$ cat config.mk
export PLATFORM = sky130hd
export DESIGN_NAME = pm_cap_regs
export DESIGN_NICKNAME = d
export VERILOG_FILES = /design/src/rtl/pmcap_pkg.sv /design/src/rtl/pm_cap_hdr.sv /design/src/rtl/pm_state_reg.sv /design/src/rtl/pm_sticky_bits.sv /design/src/rtl/pme_out_drv.sv /design/src/rtl/pm_cap_regs.sv
export SDC_FILE = /design/constraint.sdc
export NUM_CORES = 1
export LEC_CHECK = 0
export BUFFER_PORTS_ARGS = -buffer_cell sky130_fd_sc_hd__buf_2
export CAP_MARGIN = 20
export CORE_AREA = 2 2 44 46
export CTS_BUF_LIST = sky130_fd_sc_hd__clkbuf_2 sky130_fd_sc_hd__clkbuf_4 sky130_fd_sc_hd__clkbuf_8
export CTS_CLUSTER_SIZE = 28
export DETAILED_ROUTE_END_ITERATION = 16
export DIE_AREA = 0 0 46 48
export PLACE_DENSITY = 0.82
export SETUP_SLACK_MARGIN = 0.05
export SLEW_MARGIN = 20
export SYNTH_ARGS = -nofsm -noshare
export SYNTH_HDL_FRONTEND = slang
export SYNTH_SLANG_ARGS = --single-unit
$ cat constraint.sdc
create_clock -name clk -period 3.98 [get_ports clk]
set_input_delay 0.597 -clock clk [delete_from_list [all_inputs] [get_ports clk]]
set_output_delay 0.597 -clock clk [all_outputs]
set_load 0.01 [all_outputs]
$ cat src/rtl/pmcap_pkg.sv
// Package: shared field positions, power-state encoding and header builder
// for the power management capability registers.
package pmcap_pkg;

    typedef enum logic [1:0] {
        PS_D0    = 2'b00,
        PS_D1    = 2'b01,
        PS_D2    = 2'b10,
        PS_D3HOT = 2'b11
    } pwr_state_t;

    localparam int unsigned PS_LSB      = 0;
    localparam int unsigned PS_W        = 2;
    localparam int unsigned EN_BIT      = 8;
    localparam int unsigned ST_BIT      = 15;
    localparam logic [7:0]  CAP_ID_PM   = 8'h01;
    localparam logic [7:0]  CAP_NEXT    = 8'h00;
    localparam logic [2:0]  PM_REV      = 3'b010;

    // Assembles the read-only header dword from its fields.
    function automatic logic [31:0] build_header(
        input logic       d1_sup,
        input logic       d2_sup,
        input logic [4:0] wake_sup
    );
        logic [31:0] h;
        h        = '0;
        h[7:0]   = CAP_ID_PM;
        h[15:8]  = CAP_NEXT;
        h[18:16] = PM_REV;
        h[25]    = d1_sup;
        h[26]    = d2_sup;
        h[31:27] = wake_sup;
        return h;
    endfunction

endpackage

$ cat src/rtl/pm_cap_hdr.sv
// Read-only capability header dword.
// Assumes: the fields are fixed by parameters and no write path exists.
module pm_cap_hdr
    import pmcap_pkg::*;
#(
    parameter bit         D1_SUP   = 1'b0,
    parameter bit         D2_SUP   = 1'b0,
    parameter logic [4:0] WAKE_SUP = 5'b01001
) (
    output logic [31:0] hdr_dw
);
    // Constant header value built from the parameters.
    assign hdr_dw = build_header(D1_SUP, D2_SUP, WAKE_SUP);
endmodule

$ cat src/rtl/pm_state_reg.sv
// Power-state field storage with an acceptance filter for unsupported states.
// Assumes: rst_n already combines both resets; wr_en qualifies byte 0 writes.
module pm_state_reg
    import pmcap_pkg::*;
#(
    parameter bit D1_SUP = 1'b0,
    parameter bit D2_SUP = 1'b0
) (
    input  logic            clk,
    input  logic            rst_n,
    input  logic            wr_en,
    input  logic [PS_W-1:0] wr_val,
    output pwr_state_t      state
);
    localparam int unsigned NSTATES = 1 << PS_W;

    logic [NSTATES-1:0] accept;

    // Per-encoding acceptance flags chosen by the support parameters.
    for (genvar g = 0; g < NSTATES; g++) begin : g_accept
        if (g == int'(PS_D1)) begin : g_d1
            assign accept[g] = D1_SUP;
        end else if (g == int'(PS_D2)) begin : g_d2
            assign accept[g] = D2_SUP;
        end else begin : g_fixed
            assign accept[g] = 1'b1;
        end
    end

    // Loads an accepted encoding; either reset returns to D0.
    always_ff @(posedge clk) begin
        if (!rst_n) begin
            state <= PS_D0;
        end else if (wr_en && accept[wr_val]) begin
            state <= pwr_state_t'(wr_val);
        end
    end
endmodule

$ cat src/rtl/pm_sticky_bits.sv
// Sticky wake status (write-one-to-clear) and wake enable flags.
// Assumes: only the power-on reset reaches here; an event beats a clear.
module pm_sticky_bits (
    input  logic clk,
    input  logic por_n,
    input  logic evt,
    input  logic wr_en,
    input  logic wr_en_bit,
    input  logic wr_st_bit,
    output logic st_q,
    output logic en_q
);
    logic clr;

    // A clear needs a byte 1 write with a one in the status position.
    assign clr = wr_en && wr_st_bit;

    // Status flag: set by events, cleared by a written one, event wins.
    always_ff @(posedge clk) begin
        if (!por_n) begin
            st_q <= 1'b0;
        end else begin
            st_q <= evt || (st_q && !clr);
        end
    end

    // Enable flag: plain read/write through byte 1.
    always_ff @(posedge clk) begin
        if (!por_n) begin
            en_q <= 1'b0;
        end else if (wr_en) begin
            en_q <= wr_en_bit;
        end
    end
endmodule

$ cat src/rtl/pme_out_drv.sv
// Registered active-low wake output.
// Assumes: the output must not glitch, so it is taken straight from a flop.
module pme_out_drv (
    input  logic clk,
    input  logic por_n,
    input  logic st_q,
    input  logic en_q,
    output logic pme_n
);
    // Drives low only while both flags were set on the previous cycle.
    always_ff @(posedge clk) begin
        if (!por_n) begin
            pme_n <= 1'b1;
        end else begin
            pme_n <= !(st_q && en_q);
        end
    end
endmodule

$ cat src/rtl/pm_cap_regs.sv
// Top: power management capability header and control/status registers
// with wake signalling. Assumes one configuration access per cycle and a
// combinational read of the addressed dword.
module pm_cap_regs
    import pmcap_pkg::*;
#(
    parameter int unsigned ADDR_W   = 6,
    parameter logic [7:0]  CAP_BASE = 8'h40,
    parameter bit          D1_SUP   = 1'b0,
    parameter bit          D2_SUP   = 1'b0,
    parameter logic [4:0]  WAKE_SUP = 5'b01001
) (
    input  logic              clk,
    input  logic              por_n,
    input  logic              rst_pci_n,
    input  logic [ADDR_W-1:0] cfg_addr,
    input  logic              cfg_wr,
    input  logic [3:0]        cfg_be,
    input  logic [31:0]       cfg_wdata,
    output logic [31:0]       cfg_rdata,
    input  logic              pme_event,
    output logic              pme_n
);
    localparam logic [ADDR_W-1:0] HDR_DW = ADDR_W'(CAP_BASE >> 2);
    localparam logic [ADDR_W-1:0] CTL_DW = ADDR_W'((CAP_BASE >> 2) + 1);

    logic        any_rst_n;
    logic        wr_ok;
    logic        ctl_sel;
    logic        wr_b0;
    logic        wr_b1;
    logic [31:0] hdr_dw;
    logic [31:0] ctl_dw;
    pwr_state_t  pwr_state;
    logic        pme_status;
    logic        pme_enable;

    // Power state clears on either reset; writes wait for both to release.
    assign any_rst_n = por_n && rst_pci_n;
    assign wr_ok     = cfg_wr && any_rst_n;
    assign ctl_sel   = (cfg_addr == CTL_DW);
    assign wr_b0     = wr_ok && ctl_sel && cfg_be[0];
    assign wr_b1     = wr_ok && ctl_sel && cfg_be[1];

    pm_cap_hdr #(
        .D1_SUP   (D1_SUP),
        .D2_SUP   (D2_SUP),
        .WAKE_SUP (WAKE_SUP)
    ) u_hdr (
        .hdr_dw (hdr_dw)
    );

    pm_state_reg #(
        .D1_SUP (D1_SUP),
        .D2_SUP (D2_SUP)
    ) u_state (
        .clk    (clk),
        .rst_n  (any_rst_n),
        .wr_en  (wr_b0),
        .wr_val (cfg_wdata[PS_LSB +: PS_W]),
        .state  (pwr_state)
    );

    pm_sticky_bits u_sticky (
        .clk       (clk),
        .por_n     (por_n),
        .evt       (pme_event),
        .wr_en     (wr_b1),
        .wr_en_bit (cfg_wdata[EN_BIT]),
        .wr_st_bit (cfg_wdata[ST_BIT]),
        .st_q      (pme_status),
        .en_q      (pme_enable)
    );

    pme_out_drv u_drv (
        .clk   (clk),
        .por_n (por_n),
        .st_q  (pme_status),
        .en_q  (pme_enable),
        .pme_n (pme_n)
    );

    // Control/status dword image; unimplemented fields stay zero.
    always_comb begin
        ctl_dw                      = '0;
        ctl_dw[PS_LSB +: PS_W]      = pwr_state;
        ctl_dw[EN_BIT]              = pme_enable;
        ctl_dw[ST_BIT]              = pme_status;
    end

    // Read mux over the two capability dwords.
    always_comb begin
        if (cfg_addr == HDR_DW) begin
            cfg_rdata = hdr_dw;
        end else if (ctl_sel) begin
            cfg_rdata = ctl_dw;
        end else begin
            cfg_rdata = '0;
        end
    end
endmodule

==> results.ini <==
[routing]
route.final.wire_length_um = 912
ant_nets = 0
wl_per_cell_um = 8.69
drc = 0
vias = 431
via_per_inst = 4.10
drt_iter0_drc = 5
dr.pass1.iters = 4

[power_and_ir_drop]
p_leak_nw = 0.309
power_switching_uw = 44.2
power.share.switching = 0.296
seq_power_share = 0.345
vdd_drop_max_mv = 0.131
power_frac_clock = 0.464
power_frac_comb = 0.191
internal_power_uw = 105
power_density_nw_per_um2 = 267

[worst_setup_path]
rrSetupSlack_ns = 3.33
cp-start-kind = input pin
path_class = input pin to output pin
end_kind = output pin
cp_max_fo = 7
cp.arrival_ns = 1.73
cp.required_ns = 3.38

[clock_network]
clock-root-buffer = clkbuf_4
post-cts-setup-buffer-count = 0
cts_buffer_depth = 2
cts_hold_buf = 0
cts_made_buffers = 3
clkTransAtPathRegs_ns = 0.04
clock_latency_ns = 0.25
cts.sinks = 5
ctsResizeCount = 0
htreeDepth = 1
cts_tree = built

[logic_synthesis]
synth_edf_count = 0
synth_cells = 63
ys_top_cells_by_count = 27 x buf_4, 6 x nand2_1, 5 x dfxtp_1
seq_area_frac_synth = 0.201
ys_ff_latch = 5
synth_top_area_share = 0.406
synth.most_common_cell = buf_4
synth_ff_type = dfxtp_1
syn_area_per_cell_sq_um = 7.92
synth.area.top_cells = buf_4 41%, dfxtp_1 20%, and3_2 6.0%
synthArstFlopShare = 0
ys_types = 18
yosysWarningCount = 0
syn_area_sq_um = 499
yosys.area.top_type = buf_4

[timing]
setup_tns_ns = 0
clock_skew_ns = 0.000116
finalCriticalPeriod_ns = 2.33
slew_violations = 0
fmax_mhz = 430
rsz0062_at_grt = false
finalHoldViolCount = 0
finalSetupViolCount = 0
fin_crit_sh = 0.585
hold_ws_ns = 0.403

[global_route]
track_usage = 0.0924
grt_max_degree = 8
grt_pass1_wl_mm = 1.34
grt_pass1_vias = 332
grt.overflow.total = 0
antenna_found_initial = 0

[run_status]
status = finished clean

[cells_and_area]
final_nets = 136
drive_gt1_frac = 0.386
num_antenna_cells = 0
instances_no_fill = 105
syn_to_final_growth_pct = 11.8
fillers = 189

[place]
hpwlAfterDp_um = 802
placed_cells = 101
port_buffers = 24
place.gp.congestion = 0.708

[floorplan]
fp.dieH_um = 48
dieArea_sq_um = 2210
initial_core_util = 0.296
rows = 15
io_pins = 80
die_w_um = 46
design.core.area_sq_um = 1690

[min_path]
hp-class = flip-flop to flip-flop

[flow_run]
maxCapViolCount = 0

## stage by stage
stage | power, mW | instance area [sq um] | worst slack, ns | utilization
final | 0.149 | 558 | 1.65 | 0.330
after global routing | 0.161 | 558 | 1.57 | 0.330
after CTS | 0.153 | 558 | 1.64 | 0.330
after detailed placement | 0.0805 | 528 | 1.64 | 0.313
after global placement | 0.0797 | 528 | 1.66 | 0.313
after floorplan | 0.0870 | 589 | 1.67 | -
## flip-flops by register name, summed over array words and instances, names as in the netlist
signal / count
u_drv.pme_n: 1
u_state.state: 2
u_sticky.en_q: 1
u_sticky.st_q: 1
## power by group through the flow
stage          sequential (mW)  combinational, mW  clock [mW]
2_1_floorplan           0.0522             0.0348           0
4_1_cts                 0.0514             0.0282      0.0730
5_1_grt                 0.0515             0.0330      0.0762
3_5_place_dp            0.0524             0.0282           0
6_report                0.0514             0.0286      0.0692
3_3_place_gp            0.0524             0.0274           0
## critical path: stages
cell and delay (ns):
buf_2 0.09, and2b_1 0.27, or4b_1 0.47, nor2_1 0.15
buf_2 0.15
## cells by family after synthesis
group	Yosys count	synth area share
other	1	0.00751
flip-flops	5	0.201
multiplexers	1	0.0201
buffers and inverters	29	0.421
AND/OR/NAND/NOR	19	0.261
XOR/XNOR	1	0.0175
AO/OA/AOI/OAI	7	0.0727
## path summary, 6_finish.rpt
path | end | depth (start not counted) | startpoint
max | cfg_rdata[30] | 5 | cfg_addr[5]
min | u_drv.pme_n$_SDFF_PN1_ | 1 | u_sticky.en_q$_SDFFE_PN0P_
max reg2reg | u_sticky.st_q$_SDFF_PN0_ | 2 | u_sticky.st_q$_SDFF_PN0_
min reg2reg | u_drv.pme_n$_SDFF_PN1_ | 1 | u_sticky.en_q$_SDFFE_PN0P_
## layer usage
| layer | part of all wire | vias to the layer above | track usage |
|---|---|---|---|
| met1 | 0.31 | 181 | 0.0781 |
| met4 | 0.012 | 0 | 0.0514 |
| met5 | 0 | - | 0 |
| li1 | - | 211 | - |
| met2 | 0.50 | 36 | 0.153 |
| met3 | 0.18 | 3 | 0.0755 |
## layout make-up
| class | count | area (sq um) | share of cell area |
|---|---|---|---|
| Tap cell | 17 | 21.3 | 0.0381 |
| Sequential cell | 5 | 100 | 0.179 |
| Clock buffer | 4 | 30.0 | 0.0538 |
| Multi-Input combinational cell | 53 | 279 | 0.500 |
| Timing Repair Buffer | 24 | 120 | 0.215 |
| Inverter | 2 | 7.51 | 0.0135 |
## placed cells by master (no fill, tap or decap), drive strengths merged, types with 3 or more instances in the layout
cell / n
buf: 24
a21oi: 3
o21ai: 3
clkbuf: 4
and3: 4
conb: 25
dfxtp: 5
nand2: 6
Note: power is estimated with default switching activity, not from simulation.
